<file path="src/rtl/crc_serial_pkg.sv">
`timescale 1ns/1ps
package crc_serial_pkg;

   // Operation applied to the shift register on a clock edge
   typedef enum logic [1:0] {
      OP_HOLD  = 2'd0,
      OP_CLEAR = 2'd1,
      OP_SHIFT = 2'd2,
      OP_ACCUM = 2'd3
   } crc_op_e;

   // Register width for each generator choice
   function automatic int unsigned crc_width(int unsigned sel);
      case (sel)
         0:       return 8;
         1:       return 16;
         default: return 32;
      endcase
   endfunction

   // Generator coefficients below the implied x^n term
   function automatic logic [31:0] crc_taps(int unsigned sel);
      case (sel)
         0:       return 32'h0000_0007;
         1:       return 32'h0000_1021;
         default: return 32'h04C1_1DB7;
      endcase
   endfunction

endpackage

</file>
<file path="src/rtl/crc_op_decode.sv">
`timescale 1ns/1ps
module crc_op_decode
   import crc_serial_pkg::*;
(
   input  logic    init_i,
   input  logic    shift_i,
   input  logic    vld_i,
   output crc_op_e op_o
);

   // Fixed priority: clear, then shift-out, then accumulate
   always_comb begin
      if (init_i)       op_o = OP_CLEAR;
      else if (shift_i) op_o = OP_SHIFT;
      else if (vld_i)   op_o = OP_ACCUM;
      else              op_o = OP_HOLD;
   end

endmodule

</file>
<file path="src/rtl/crc_galois_core.sv">
`timescale 1ns/1ps
module crc_galois_core
   import crc_serial_pkg::*;
#(
   parameter int unsigned W    = 8,
   parameter logic [W-1:0] TAPS = '0
)(
   input  logic         clk,
   input  logic         rst_n,
   input  crc_op_e      op_i,
   input  logic         bit_i,
   output logic [W-1:0] state_o
);

   logic [W-1:0] state_q;
   logic [W-1:0] state_d;
   logic [W-1:0] moved;
   logic [W-1:0] divided;
   logic         fb;

   assign fb    = state_q[W-1] ^ bit_i;
   assign moved = {state_q[W-2:0], 1'b0};

   // One XOR per generator tap, a plain wire elsewhere
   generate
      for (genvar i = 0; i < W; i++) begin : g_stage
         if (TAPS[i]) begin : g_tap
            assign divided[i] = moved[i] ^ fb;
         end else begin : g_plain
            assign divided[i] = moved[i];
         end
      end
   endgenerate

   always_comb begin
      case (op_i)
         OP_CLEAR: state_d = '0;
         OP_SHIFT: state_d = moved;
         OP_ACCUM: state_d = divided;
         default:  state_d = state_q;
      endcase
   end

   always_ff @(posedge clk or negedge rst_n) begin
      if (!rst_n) state_q <= '0;
      else        state_q <= state_d;
   end

   assign state_o = state_q;

endmodule

</file>
<file path="src/rtl/crc_residue_cmp.sv">
`timescale 1ns/1ps
module crc_residue_cmp #(
   parameter int unsigned  W       = 8,
   parameter logic [W-1:0] RESIDUE = '0
)(
   input  logic [W-1:0] state_i,
   output logic         match_o
);

   assign match_o = (state_i == RESIDUE);

endmodule

</file>
<file path="src/rtl/crc_serial_engine.sv">
`timescale 1ns/1ps
module crc_serial_engine
   import crc_serial_pkg::*;
#(
   parameter  int unsigned POLY_SEL = 2,
   parameter  logic [31:0] RESIDUE  = 32'h0,
   localparam int unsigned W        = crc_width(POLY_SEL),
   localparam logic [31:0] TAPS_ALL = crc_taps(POLY_SEL)
)(
   input  logic         clk,
   input  logic         rst_n,
   input  logic         init_i,
   input  logic         bit_vld_i,
   input  logic         bit_i,
   input  logic         shift_i,
   output logic [W-1:0] crc_o,
   output logic         crc_bit_o,
   output logic         crc_ok_o
);

   localparam logic [W-1:0] TAPS = TAPS_ALL[W-1:0];
   localparam logic [W-1:0] EXP  = RESIDUE[W-1:0];

   generate
      if (POLY_SEL > 2) begin : g_bad_sel
         $error("crc_serial_engine: POLY_SEL must be 0, 1 or 2");
      end
      if (TAPS[0] != 1'b1) begin : g_bad_taps
         $error("crc_serial_engine: generator needs an x^0 term");
      end
   endgenerate

   crc_op_e op;

   crc_op_decode u_dec (
      .init_i  (init_i),
      .shift_i (shift_i),
      .vld_i   (bit_vld_i),
      .op_o    (op)
   );

   crc_galois_core #(.W(W), .TAPS(TAPS)) u_core (
      .clk     (clk),
      .rst_n   (rst_n),
      .op_i    (op),
      .bit_i   (bit_i),
      .state_o (crc_o)
   );

   crc_residue_cmp #(.W(W), .RESIDUE(EXP)) u_cmp (
      .state_i (crc_o),
      .match_o (crc_ok_o)
   );

   assign crc_bit_o = crc_o[W-1];

endmodule

</file>
<file path="config.mk">
export PLATFORM = sky130hd
export DESIGN_NAME = crc_serial_engine
export DESIGN_NICKNAME = d
export VERILOG_FILES = /design/src/rtl/crc_serial_pkg.sv /design/src/rtl/crc_op_decode.sv /design/src/rtl/crc_galois_core.sv /design/src/rtl/crc_residue_cmp.sv /design/src/rtl/crc_serial_engine.sv
export SDC_FILE = /design/constraint.sdc
export NUM_CORES = 1
export LEC_CHECK = 0
export BUFFER_PORTS_ARGS = -buffer_cell sky130_fd_sc_hd__buf_2
export CORE_MARGIN = 1.5
export CORE_UTILIZATION = 36
export CTS_CLUSTER_SIZE = 10
export DETAILED_ROUTE_END_ITERATION = 7
export PLACE_DENSITY = 0.68
export SYNTH_ARGS = -nofsm -noshare
export SYNTH_HDL_FRONTEND = slang
export SYNTH_HIERARCHICAL = 1
export SYNTH_SLANG_ARGS = --single-unit
</file>
<file path="constraint.sdc">
create_clock -name clk -period 1.9 [get_ports clk]
set_input_delay 0.095 -clock clk [delete_from_list [all_inputs] [get_ports clk]]
set_output_delay 0.095 -clock clk [all_outputs]
set_load 0.03 [all_outputs]
</file>
==> results of run 1 <==
-- per-layer routing --
layer  global-route usage (%)  share of wire (%)  wire length [um]
met5                        0                  0                 0
met4                     5.77                1.6                58
met3                     4.80                4.5               160
met2                     22.4                 46              1660
met1                     23.1                 48              1700
-- worst min-delay path by stage --
| stage | startpoint | end | slack [ns] | cells past startpoint |
|---|---|---|---|---|
| 2_1_floorplan | rst_n | u_core/state_o[0]$_DFFE_PN0P_ | -0.20 | 0 |
| 3_5_place_dp | rst_n | u_core/state_o[29]$_DFFE_PN0P_ | 0.19 | 1 |
| 4_1_cts | init_i | u_core/state_o[0]$_DFFE_PN0P_ | 0.35 | 5 |
| 5_1_grt | init_i | u_core/state_o[0]$_DFFE_PN0P_ | 0.38 | 5 |
| 6_report | init_i | u_core/state_o[0]$_DFFE_PN0P_ | 0.36 | 5 |
| 3_3_place_gp | rst_n | u_core/state_o[29]$_DFFE_PN0P_ | 0.17 | 1 |
-- worst max-delay path, cell delays in order, from the launching register on --
cell	delay [ns]
sky130_fd_sc_hd__dfrtp_1	0.43
sky130_fd_sc_hd__nor4_1	0.38
sky130_fd_sc_hd__nand4_1	0.16
sky130_fd_sc_hd__nor2_1	0.14
sky130_fd_sc_hd__buf_2	0.21
-- cell type report --
type | instances | share of cell area (%)
Sequential cell | 32 | 42.1
Multi-Input combinational cell | 89 | 35.7
Timing Repair Buffer | 44 | 12.4
Clock buffer | 5 | 3.62
Tap cell | 52 | 3.42
Inverter | 14 | 2.76
-- metrics by stage --
step           utilization, %  hold slack [ns]  area (sq um)  cells
6_report                 44.0            0.357          1900    236
5_1_grt                  44.0            0.375          1900    236
4_1_cts                  44.0            0.347          1900    236
3_5_place_dp             42.1            0.186          1820    230
3_3_place_gp             42.1            0.175          1820    230
2_1_floorplan               -           -0.201          1600    149
-- repair_timing --
item / in CTS / in global routing
resized for setup: 0 / 0
hold buffers: 1 / 0
hold endpoints to repair: 32 / 0
-- logic make-up after synthesis --
logic type,Yosys count
mux,13
simple gates,30
flops,32
xor+xnor,1
compound gates,45
buf+inv,28
-- placed cells by master (no fill, tap or decap), drive strengths merged --
cell type	Yosys	final
clkbuf	4	5
dfrtp	32	32
a21o	1	1
a22o	18	18
a41o	13	13
nand4	2	2
dlygate4sd3	0	1
xor2	1	1
nand2	15	15
inv	14	14
mux2i	13	13
o22ai	13	13
nor2	4	4
buf	10	43
nor4	8	8
nand3	1	1
-- where the power goes --
part	internal, uW	leakage (uW)	total, uW	switching (uW)
clock	235	0.0000359	460	224
sequential	729	0.000434	794	64.9
combinational	132	0.000553	370	238
==> qor.txt, run 1 <==
======================================================================================================
Outcome                                                                                      completed
Clock latency on the worst-skew pair                                                           0.28 ns
Post-detailed-route DRC marker count                                                                 0
Capturing instance or port of the critical path                                               crc_ok_o
Crit path required time                                                                        1.80 ns
Clock tree from TritonCTS                                                                        built
Vias in the first global route                                                                    1223
Routed via count                                                                                  1296
Core outline area                                                                           4320 sq um
Chip width                                                                                     69.7 um
Num CTS Buffers                                                                                      5
Maximum clock insertion buffer count                                                                 2
XOR/XNOR Fraction of Synth Area                                                                  1.02%
Slew at the pin with the worst max-slew slack                                                 0.772 ns
Slew margin rel.                                                                                 48.5%
Final period utilization                                                                         89.3%
Sequential cell area in the final layout                                                     801 sq um
Clock tree root buffer cell                                                               sky130_fd_sc_hd__clkbuf_8
Die area                                                                                    4850 sq um
Placed wire-length estimate after detailed placement                                           2.39 mm
Number of antenna violations at the first check in global routing                                    0
Worst reg2reg path depth                                                                             4
Area growth from synthesis to layout                                                             18.8%
Sequential cell area fraction in the yosys report                                                50.0%
Average wire per cell in the routed design                                                     15.2 um
Number of register bits inferred by synthesis                                                       32
Clock transition at the register clock pins on the worst setup and hold paths after CTS        0.06 ns
Num Clock Sinks                                                                                     32
Num rows                                                                                            24
Starting DRC count in detailed routing                                                              69
PwrDens                                                                                    854 nW/um^2
Final-layout setup total negative slack                                                           0 ns
Worst Setup End Kind                                                                      primary output
Sum of routed wire length over all layers                                                      3.58 mm
Unrepaired setup endpoints after global routing                                                     no
Adder-cell share of the synthesized area                                                            0%
Worst R2R End                                                                             u_core/state_o[1]$_DFFE_PN0P_
H-Tree Level Count                                                                                   2
Syn_area_per_cell                                                                           10.7 sq um
First-pass iteration count of the detailed router                                                    4
Max capacitance violation total                                                                      0
Count of filler cells inserted in the layout                                                       423
Starting density of the core                                                                     37.0%
Via-to-Cell Ratio                                                                                 5.49
Maximum number of pins on one net before global-route repair                                        37
GR Overflow Total                                                                                    0
Top-level I/O count                                                                                 40
Number of buffers added for setup after CTS                                                          0
Power consumption                                                                              1620 uW
Combinational family with the most area after synthesis                                   compound AO/OA/AOI/OAI gates
Commonest cells in the synthesized netlist                                                32 x sky130_fd_sc_hd__dfrtp_1, 18 x sky130_fd_sc_hd__a22o_1, 15 x sky130_fd_sc_hd__nand2_1
Final number of max-transition violations                                                            0
Type of origin of the critical path                                                          flip-flop
Overall global routing resource usage                                                            15.9%
Leading post-synthesis cells by cell area                                                 sky130_fd_sc_hd__dfrtp_1 50%, sky130_fd_sc_hd__a22o_1 9.9%, sky130_fd_sc_hd__a41o_1 8.1%
Count of nets after finishing                                                                      192
Most area-hungry cell type in the Yosys netlist                                           sky130_fd_sc_hd__dfrtp_1
Final ANT Viol Nets                                                                                  0
Post-synth ARST share                                                                             100%
Number of warnings printed during yosys synthesis                                                    6
Area occupied by multi-input gates                                                           678 sq um
Setup Skew                                                                                  0.00272 ns
RR Startpoint                                                                             u_core/state_o[31]$_DFFE_PN0P_
Number of library cell types mapped by synthesis                                                    19
Layout cells sized above 1                                                                       28.3%
Fraction of the mapped netlist area in compound gates                                            23.5%
Maximum VDD drop                                                                              0.304 mV
Maximum clock rate                                                                           0.589 GHz
Leak pwr                                                                                    0.00102 uW
Combined area of all synthesized cells                                                      1600 sq um
Count of flip-flops with a built-in enable after synthesis                                           0
Share of Yosys cell area claimed by the top area cell type                                       50.0%
Predominant post-synthesis flop cell                                                      sky130_fd_sc_hd__dfrtp_1
Most frequently used cell type in the post-synthesis netlist                              sky130_fd_sc_hd__dfrtp_1
Port Buffer Count                                                                                   39
Worst-path fanout max                                                                                6
Max FFs per register                                                                                32
Final WS setup                                                                                0.204 ns
Final number of hold-violating endpoints                                                             0
Multiplexer area fraction after synthesis                                                        8.13%
Synthesized net count                                                                              155
# setup viols final                                                                                  0
Antenna diodes                                                                                       0
Vertical die dimension                                                                         69.7 um
Wire length of the first global-routing pass                                                   6.15 mm
Simple-Gate Fraction of Synth Area                                                               9.23%
Final weighted congestion in routability-driven placement                                        0.733
Start point of the critical path                                                          u_core/state_o[1]$_DFFE_PN0P_
Register-to-register setup slack                                                               0.51 ns
Hold/Removal Path Class                                                                   input port to flip-flop
Setup WS pre-CTS                                                                              0.407 ns
Min cycle time layout                                                                          1.70 ns
Arrival time at the worst endpoint                                                             1.60 ns
Number of standard cells after synthesis                                                           149
Worst Path Class, Setup                                                                   flip-flop to primary output
======================================================================================================
(Power assumes the default switching activity.)
==> run 2: changes to the inputs <==
--- a/config.mk
+++ b/config.mk
@@ -5,12 +5,13 @@
 export SDC_FILE = /design/constraint.sdc
 export NUM_CORES = 1
 export LEC_CHECK = 0
+export ABC_AREA = 1
 export BUFFER_PORTS_ARGS = -buffer_cell sky130_fd_sc_hd__buf_2
 export CORE_MARGIN = 1.5
 export CORE_UTILIZATION = 36
 export CTS_CLUSTER_SIZE = 10
 export DETAILED_ROUTE_END_ITERATION = 7
-export PLACE_DENSITY = 0.68
+export PLACE_DENSITY = 0.67
 export SYNTH_ARGS = -nofsm -noshare
 export SYNTH_HDL_FRONTEND = slang
 export SYNTH_HIERARCHICAL = 1
==> run 2 against run 1 <==
Against the previous run: utilization up 0.67 points; die area up 14%; critical path depth up 2; register-to-register slack better by 0.08 ns; critical endpoint unchanged.
==> qor.txt, run 2 <==
======================================================================================================
Count of flip-flops with a built-in enable after synthesis                                           0   unchanged
Wire length of the first global-routing pass                                                   6.97 mm   was 6.15 mm
Maximum clock rate                                                                           0.668 GHz   was 0.589 GHz
Most frequently used cell type in the post-synthesis netlist                              sky130_fd_sc_hd__nand2_1   was sky130_fd_sc_hd__dfrtp_1
Number of buffers added for setup after CTS                                                          0   unchanged
Vias in the first global route                                                                    1500   was 1223
Top-level I/O count                                                                                 40   unchanged
Area occupied by multi-input gates                                                           830 sq um   was 678 sq um
Final weighted congestion in routability-driven placement                                        0.757   was 0.733
Predominant post-synthesis flop cell                                                      sky130_fd_sc_hd__dfrtp_1   unchanged
Antenna diodes                                                                                       0   unchanged
Port Buffer Count                                                                                   39   unchanged
Post-cts resize count                                                                                0   unchanged
Power consumption                                                                              1700 uW   was 1620 uW
Max capacitance violation total                                                                      0   unchanged
Leading post-synthesis cells by cell area                                                 sky130_fd_sc_hd__dfrtp_1 44%, sky130_fd_sc_hd__nand2_1 12%, sky130_fd_sc_hd__nand3_2 11%   was sky130_fd_sc_hd__dfrtp_1 50%, sky130_fd_sc_hd__a22o_1 9.9%, sky130_fd_sc_hd__a41o_1 8.1%
Synthesized net count                                                                              224   was 155
Hold/Removal Path Class                                                                   input port to flip-flop   unchanged
Max FFs per register                                                                                32   unchanged
Combined area of all synthesized cells                                                      1840 sq um   was 1600 sq um
Placed wire-length estimate after detailed placement                                           2.90 mm   was 2.39 mm
Num Clock Sinks                                                                                     32   unchanged
Number of library cell types mapped by synthesis                                                    18   was 19
Worst-path fanout max                                                                                5   was 6
Final-layout setup total negative slack                                                           0 ns   unchanged
Vertical die dimension                                                                         74.5 um   was 69.7 um
Setup Skew                                                                                  0.00191 ns   was 0.00272 ns
Final ANT Viol Nets                                                                                  0   unchanged
Start point of the critical path                                                          u_core/state_o[9]$_DFFE_PN0P_   was u_core/state_o[1]$_DFFE_PN0P_
Commonest cells in the synthesized netlist                                                58 x sky130_fd_sc_hd__nand2_1, 32 x sky130_fd_sc_hd__dfrtp_1, 27 x sky130_fd_sc_hd__inv_1   was 32 x sky130_fd_sc_hd__dfrtp_1, 18 x sky130_fd_sc_hd__a22o_1, 15 x sky130_fd_sc_hd__nand2_1
Total cell area at the placement stage                                                      2050 sq um   was 1820 sq um
Core outline area                                                                           4820 sq um   was 4320 sq um
PwrDens                                                                                    789 nW/um^2   was 854 nW/um^2
Most area-hungry cell type in the Yosys netlist                                           sky130_fd_sc_hd__dfrtp_1   unchanged
Setup WS pre-CTS                                                                              0.596 ns   was 0.407 ns
Type of origin of the critical path                                                          flip-flop   unchanged
Number of standard cells after synthesis                                                           218   was 149
Routed via count                                                                                  1573   was 1296
Maximum clock insertion buffer count                                                                 2   unchanged
Share of Yosys cell area claimed by the top area cell type                                       43.6%   was 50.0%
Via-to-Cell Ratio                                                                                 4.83   was 5.49
Final core utilization                                                                           44.6%   was 44.0%
Unrepaired setup endpoints after global routing                                                     no   unchanged
Sequential cell area fraction in the yosys report                                                43.6%   was 50.0%
Most common cell after layout, fill and taps aside                                        sky130_fd_sc_hd__nand2_1   was sky130_fd_sc_hd__buf_2
Final period utilization                                                                         78.8%   was 89.3%
Num CTS Buffers                                                                                      5   unchanged
Final number of hold-violating endpoints                                                             0   unchanged
Syn_area_per_cell                                                                           8.43 sq um   was 10.7 sq um
Clock tree from TritonCTS                                                                        built   unchanged
Slew margin rel.                                                                                 52.0%   was 48.5%
Register-to-register setup slack                                                               0.59 ns   was 0.51 ns
Most frequent cells in the layout                                                         58 x sky130_fd_sc_hd__nand2_1, 39 x sky130_fd_sc_hd__buf_2, 32 x sky130_fd_sc_hd__dfrtp_1, 27 x sky130_fd_sc_hd__inv_1, 23 x sky130_fd_sc_hd__nor2_1   was 39 x sky130_fd_sc_hd__buf_2, 32 x sky130_fd_sc_hd__dfrtp_1, 18 x sky130_fd_sc_hd__a22o_1, 15 x sky130_fd_sc_hd__nand2_1, 14 x sky130_fd_sc_hd__inv_1
Die area                                                                                    5540 sq um   was 4850 sq um
Clock latency on the worst-skew pair                                                           0.28 ns   about the same
Post-detailed-route DRC marker count                                                                 0   unchanged
Number of antenna violations at the first check in global routing                                    0   unchanged
Number of register bits inferred by synthesis                                                       32   unchanged
Layout Cell Area excl Fill                                                                  2150 sq um   was 1900 sq um
Crit path required time                                                                        1.80 ns   about the same
Slew at the pin with the worst max-slew slack                                                 0.720 ns   was 0.772 ns
Arrival time at the worst endpoint                                                             1.40 ns   was 1.60 ns
Worst reg2reg path depth                                                                             5   was 4
Clock tree root buffer cell                                                               sky130_fd_sc_hd__clkbuf_8   unchanged
Worst Setup End Kind                                                                      primary output   unchanged
Starting DRC count in detailed routing                                                             126   was 69
Count of filler cells inserted in the layout                                                       490   was 423
Post-synth ARST share                                                                             100%   unchanged
Min cycle time layout                                                                          1.50 ns   was 1.70 ns
Capturing instance or port of the critical path                                               crc_ok_o   unchanged
Count of nets after finishing                                                                      264   was 192
Num rows                                                                                            25   was 24
Outcome                                                                                      completed   unchanged
Final number of max-transition violations                                                            0   unchanged
Worst Path Class, Setup                                                                   flip-flop to primary output   unchanged
Maximum number of pins on one net before global-route repair                                        33   was 37
Area growth from synthesis to layout                                                             17.0%   was 18.8%
GR Overflow Total                                                                                    0   unchanged
Layout cells sized above 1                                                                       34.0%   was 28.3%
# setup viols final                                                                                  0   unchanged
Sequential cell area in the final layout                                                     801 sq um   unchanged
Chip width                                                                                     74.5 um   was 69.7 um
Number of warnings printed during yosys synthesis                                                    6   unchanged
H-Tree Level Count                                                                                   2   unchanged
Leak pwr                                                                                    0.00112 uW   was 0.00102 uW
Average wire per cell in the routed design                                                     13.0 um   was 15.2 um
Sum of routed wire length over all layers                                                      4.23 mm   was 3.58 mm
Overall global routing resource usage                                                            16.6%   was 15.9%
Starting density of the core                                                                     38.2%   was 37.0%
RR Startpoint                                                                             u_core/state_o[31]$_DFFE_PN0P_   unchanged
First-pass iteration count of the detailed router                                                    4   unchanged
Clock transition at the register clock pins on the worst setup and hold paths after CTS        0.06 ns   about the same
Worst R2R End                                                                             u_core/state_o[10]$_DFFE_PN0P_   was u_core/state_o[1]$_DFFE_PN0P_
Maximum VDD drop                                                                              0.324 mV   was 0.304 mV
Final WS setup                                                                                0.403 ns   was 0.204 ns
======================================================================================================
[run 2: cell types whose count changed after synthesis, moves of 13 or more]
cell,change
sky130_fd_sc_hd__a22o_1,-18
sky130_fd_sc_hd__a41o_1,-13
sky130_fd_sc_hd__inv_1,+13
sky130_fd_sc_hd__mux2i_1,-13
sky130_fd_sc_hd__nand2_1,+43
sky130_fd_sc_hd__nand3_1,+18
sky130_fd_sc_hd__nand3_2,+20
sky130_fd_sc_hd__nor2_1,+20
[run 2: cell families after synthesis]
logic type / share of synthesized area [%]
simple gates: 35.7
buf+inv: 11.3
flops: 43.6
compound gates: 9.39
[run 2: worst min path at each step]
| stage | start | endpoint | slack [ns] | cells after the start |
|---|---|---|---|---|
| 2_1_floorplan | rst_n | u_core/state_o[0]$_DFFE_PN0P_ | -0.20 | 0 |
| 3_3_place_gp | rst_n | u_core/state_o[27]$_DFFE_PN0P_ | 0.19 | 1 |
| 3_5_place_dp | rst_n | u_core/state_o[28]$_DFFE_PN0P_ | 0.19 | 1 |
| 4_1_cts | init_i | u_core/state_o[24]$_DFFE_PN0P_ | 0.28 | 5 |
| 5_1_grt | init_i | u_core/state_o[24]$_DFFE_PN0P_ | 0.30 | 5 |
| 6_report | init_i | u_core/state_o[24]$_DFFE_PN0P_ | 0.29 | 5 |
[run 2: area by class of cell]
| type | instances | share of cell area [%] |
|---|---|---|
| Inverter | 31 | 5.47 |
| Sequential cell | 32 | 37.3 |
| Timing Repair Buffer | 43 | 10.6 |
| Tap cell | 67 | 3.90 |
| Multi-Input combinational cell | 145 | 38.6 |
| Clock buffer | 8 | 4.19 |
[run 2: through the flow]
step / instances / hold slack (ns)
finish: 326 / 0.292
global placement: 317 / 0.194
global route: 326 / 0.297
CTS: 326 / 0.283
floorplan: 218 / -0.201
detailed placement: 317 / 0.191
[run 2: timing repair]
action                                 CTS  global route
hold buffers                             1             0
setup endpoints to repair                0             0
endpoints found under the hold margin   32             0
[run 2: per-layer routing]
metal | vias to the layer above | wire length, um | track usage, %
li1 | 769 | - | -
met1 | 767 | 1940 | 21.6
met2 | 33 | 2070 | 26.8
met3 | 4 | 162 | 4.88
met4 | 0 | 51 | 4.65
met5 | - | 0 | 0
[run 2: power by group]
part	leakage (uW)	switching, uW	internal [uW]	total, uW
logic	0.000638	269	114	383
clock network	0.0000455	235	295	530
registers	0.000434	55.8	727	783
[run 2: worst max-delay path, cell delays in order (launching register included)]
cell                      delay, ns
sky130_fd_sc_hd__dfrtp_1       0.43
sky130_fd_sc_hd__nor2_1        0.14
sky130_fd_sc_hd__nand2_1       0.06
sky130_fd_sc_hd__nor2_1        0.12
sky130_fd_sc_hd__nand2_1       0.07
sky130_fd_sc_hd__nor2_1        0.10
sky130_fd_sc_hd__buf_2         0.20
==> run 3: changes to the inputs <==
==> constraint.sdc (replaced) <==
create_clock -name clk -period 1.4 [get_ports clk]
set_input_delay 0.07 -clock clk [delete_from_list [all_inputs] [get_ports clk]]
set_output_delay 0.07 -clock clk [all_outputs]
set_load 0.03 [all_outputs]
==> run 3 against run 2 <==
Against the previous run: global-route usage increased by 1.0 points; die area unchanged; setup slack got worse by 0.39 ns; via count increased by 3.9%; critical path depth unchanged; first-iteration DRC count decreased by 13%; largest power group unchanged; cell count increased by 8.0%; sequential share of layout area decreased by 3.6 points; routed wire length increased by 5.3%; sequential power increased by 32%.
==> qor.txt, run 3 (synthesized netlist as in run 2, its figures left out) <==
======================================================================================================
Outcome                                                                                      completed   unchanged
PwrDens                                                                                   1030 nW/um^2   was 789 nW/um^2
Slew margin rel.                                                                                 72.7%   was 52.0%
Most common cell after layout, fill and taps aside                                        sky130_fd_sc_hd__nand2_1   unchanged
Worst Setup End Kind                                                                      primary output   unchanged
Final core utilization                                                                           49.4%   was 44.6%
Final number of max-transition violations                                                            0   unchanged
Routed via count                                                                                  1634   was 1573
Worst hold slack                                                                              0.146 ns   was 0.292 ns
Count of filler cells inserted in the layout                                                       492   was 490
Die area                                                                                    5540 sq um   unchanged
Maximum clock rate                                                                           0.722 GHz
Final number of hold-violating endpoints                                                             0   unchanged
Vias in the first global route                                                                    1542   was 1500
Area growth from synthesis to layout                                                             29.5%   was 17.0%
Clock tree from TritonCTS                                                                        built   unchanged
Vertical die dimension                                                                         74.5 um   unchanged
Clock transition at the register clock pins on the worst setup and hold paths after CTS        0.07 ns   was 0.06 ns
Number of antenna violations at the first check in global routing                                    0   unchanged
Total cell area at the placement stage                                                      2110 sq um   was 2050 sq um
Worst R2R End                                                                             u_core/state_o[10]$_DFFE_PN0P_   unchanged
Min cycle time layout                                                                          1.39 ns
Most frequent cells in the layout                                                         58 x sky130_fd_sc_hd__nand2_1, 38 x sky130_fd_sc_hd__buf_2, 31 x sky130_fd_sc_hd__buf_4, 31 x sky130_fd_sc_hd__dfrtp_1, 27 x sky130_fd_sc_hd__inv_1   was 58 x sky130_fd_sc_hd__nand2_1, 39 x sky130_fd_sc_hd__buf_2, 32 x sky130_fd_sc_hd__dfrtp_1, 27 x sky130_fd_sc_hd__inv_1, 23 x sky130_fd_sc_hd__nor2_1
Maximum number of pins on one net before global-route repair                                        33   unchanged
Maximum clock insertion buffer count                                                                 2   unchanged
Wire length of the first global-routing pass                                                   7.21 mm   was 6.97 mm
Top-level I/O count                                                                                 40   unchanged
Placed wire-length estimate after detailed placement                                           2.98 mm   was 2.90 mm
H-Tree Level Count                                                                                   2   unchanged
Layout Cell Area excl Fill                                                                  2380 sq um   was 2150 sq um
Starting density of the core                                                                     38.2%   unchanged
Worst Hold Path Cells                                                                                4   was 5
Starting DRC count in detailed routing                                                             110   was 126
GR Overflow Total                                                                                    0   unchanged
Leak pwr                                                                                    0.00127 uW   was 0.00112 uW
Antenna diodes                                                                                       0   unchanged
Num Clock Sinks                                                                                     32   unchanged
Max FFs per register                                                                                32   unchanged
Post-detailed-route DRC marker count                                                                 0   unchanged
Overall global routing resource usage                                                            17.6%   was 16.6%
Area occupied by multi-input gates                                                           848 sq um   was 830 sq um
Max capacitance violation total                                                                      0   unchanged
Num rows                                                                                            25   unchanged
Clock tree root buffer cell                                                               sky130_fd_sc_hd__clkbuf_8   unchanged
Maximum VDD drop                                                                              0.398 mV   was 0.324 mV
Worst reg2reg path depth                                                                             7   was 5
Worst-path fanout max                                                                                2   was 5
Slew at the pin with the worst max-slew slack                                                 0.410 ns   was 0.720 ns
Port Buffer Count                                                                                   39   unchanged
Num CTS Buffers                                                                                      5   unchanged
Final weighted congestion in routability-driven placement                                        0.768   was 0.757
Type of origin of the critical path                                                          flip-flop   unchanged
Average wire per cell in the routed design                                                     12.7 um   was 13.0 um
Final period utilization                                                                         98.9%
Worst Path Class, Setup                                                                   flip-flop to primary output   unchanged
Count of nets after finishing                                                                      291   was 264
Chip width                                                                                     74.5 um   unchanged
Clock latency on the worst-skew pair                                                           0.28 ns   about the same
Arrival time at the worst endpoint                                                             1.32 ns   was 1.40 ns
Register-to-register setup slack                                                               0.13 ns   was 0.59 ns
Endpoint of the worst hold-timing path                                                    u_core/state_o[0]$_DFFE_PN0P_   was u_core/state_o[24]$_DFFE_PN0P_
Layout cells sized above 1                                                                       41.8%   was 34.0%
Hold/Removal Path Class                                                                   input port to flip-flop   unchanged
Crit path required time                                                                        1.33 ns   was 1.80 ns
Sequential cell area in the final layout                                                     802 sq um   was 801 sq um
Sum of routed wire length over all layers                                                      4.46 mm   was 4.23 mm
Final ANT Viol Nets                                                                                  0   unchanged
Core outline area                                                                           4820 sq um   unchanged
First-pass iteration count of the detailed router                                                    4   unchanged
Min-Delay Startpoint                                                                            init_i   unchanged
Setup Skew                                                                                  0.00650 ns   was 0.00191 ns
# setup viols final                                                                                  0   unchanged
Unrepaired setup endpoints after global routing                                                    yes   was no
Via-to-Cell Ratio                                                                                 4.64   was 4.83
RR Startpoint                                                                             u_core/state_o[31]$_DFFE_PN0P_   unchanged
======================================================================================================
[run 3: cell types whose count changed in the layout (fill, tap and decap cells not counted)]
cell / change
sky130_fd_sc_hd__buf_4: +28
sky130_fd_sc_hd__nor2_1: -2
sky130_fd_sc_hd__nand2_2: -1
sky130_fd_sc_hd__clkbuf_1: -2
sky130_fd_sc_hd__dfrtp_1: -1
sky130_fd_sc_hd__dfrtp_2: +1
sky130_fd_sc_hd__nor2_2: +2
sky130_fd_sc_hd__buf_2: -1
sky130_fd_sc_hd__clkbuf_8: +1
sky130_fd_sc_hd__nand2_8: +1
[run 3: area by class of cell]
type / instances / share of cell area (%)
Multi-Input combinational cell: 145 / 35.6
Inverter: 31 / 4.94
Timing Repair Buffer: 70 / 18.2
Sequential cell: 32 / 33.7
Clock buffer: 7 / 4.05
Tap cell: 67 / 3.52
[run 3: worst max path at each step]
stage	start	end	slack (ns)	cells past startpoint
2_1_floorplan	u_core/state_o[31]$_DFFE_PN0P_	crc_ok_o	0.06	5
3_3_place_gp	u_core/state_o[31]$_DFFE_PN0P_	u_core/state_o[10]$_DFFE_PN0P_	0.12	5
3_5_place_dp	u_core/state_o[31]$_DFFE_PN0P_	u_core/state_o[12]$_DFFE_PN0P_	0.09	5
4_1_cts	u_core/state_o[2]$_DFFE_PN0P_	crc_ok_o	-0.005	6
5_1_grt	u_core/state_o[3]$_DFFE_PN0P_	crc_ok_o	-0.09	6
6_report	u_core/state_o[3]$_DFFE_PN0P_	crc_ok_o	0.01	6
[run 3: layer usage]
layer | routed length [um] | global-route usage [%] | share of wire, %
met5 | 0 | 0 | 0
met4 | 57 | 5.45 | 1.3
met2 | 2140 | 28.1 | 48
met1 | 2100 | 23.1 | 47
met3 | 165 | 5.15 | 3.7
[run 3: stage by stage]
step	power [uW]	worst slack (ns)	instances	TNS (ns)
after floorplan	1450	0.0602	218	0
after global placement	1620	0.119	325	0
after detailed placement	1630	0.0863	325	0
after CTS	2450	-0.00505	345	-0.00505
after global routing	2590	-0.0916	352	-0.0916
final	2450	0.0147	352	0
[run 3: critical path, cell delays in order (launching register included)]
cell                      delay [ns]
sky130_fd_sc_hd__dfrtp_1        0.40
sky130_fd_sc_hd__nor2_1         0.13
sky130_fd_sc_hd__nand2_1        0.06
sky130_fd_sc_hd__nor2_1         0.10
sky130_fd_sc_hd__nand2_1        0.06
sky130_fd_sc_hd__nor2_1         0.12
sky130_fd_sc_hd__buf_4          0.17
[run 3: timing repair]
action / in CTS / in global routing
pin swaps: 7 / 8
hold endpoints to repair: 32 / 0
setup buffers: 12 / 7
endpoints found under the setup margin: 1 / 2
gates resized for setup: 3 / 3
hold buffers: 1 / 0
[run 3: power breakdown]
part	total [uW]	internal [uW]	switching, uW
Sequential	1030	986	39.0
Combinational	653	233	420
Clock	771	438	334
Total	2450	1660	793
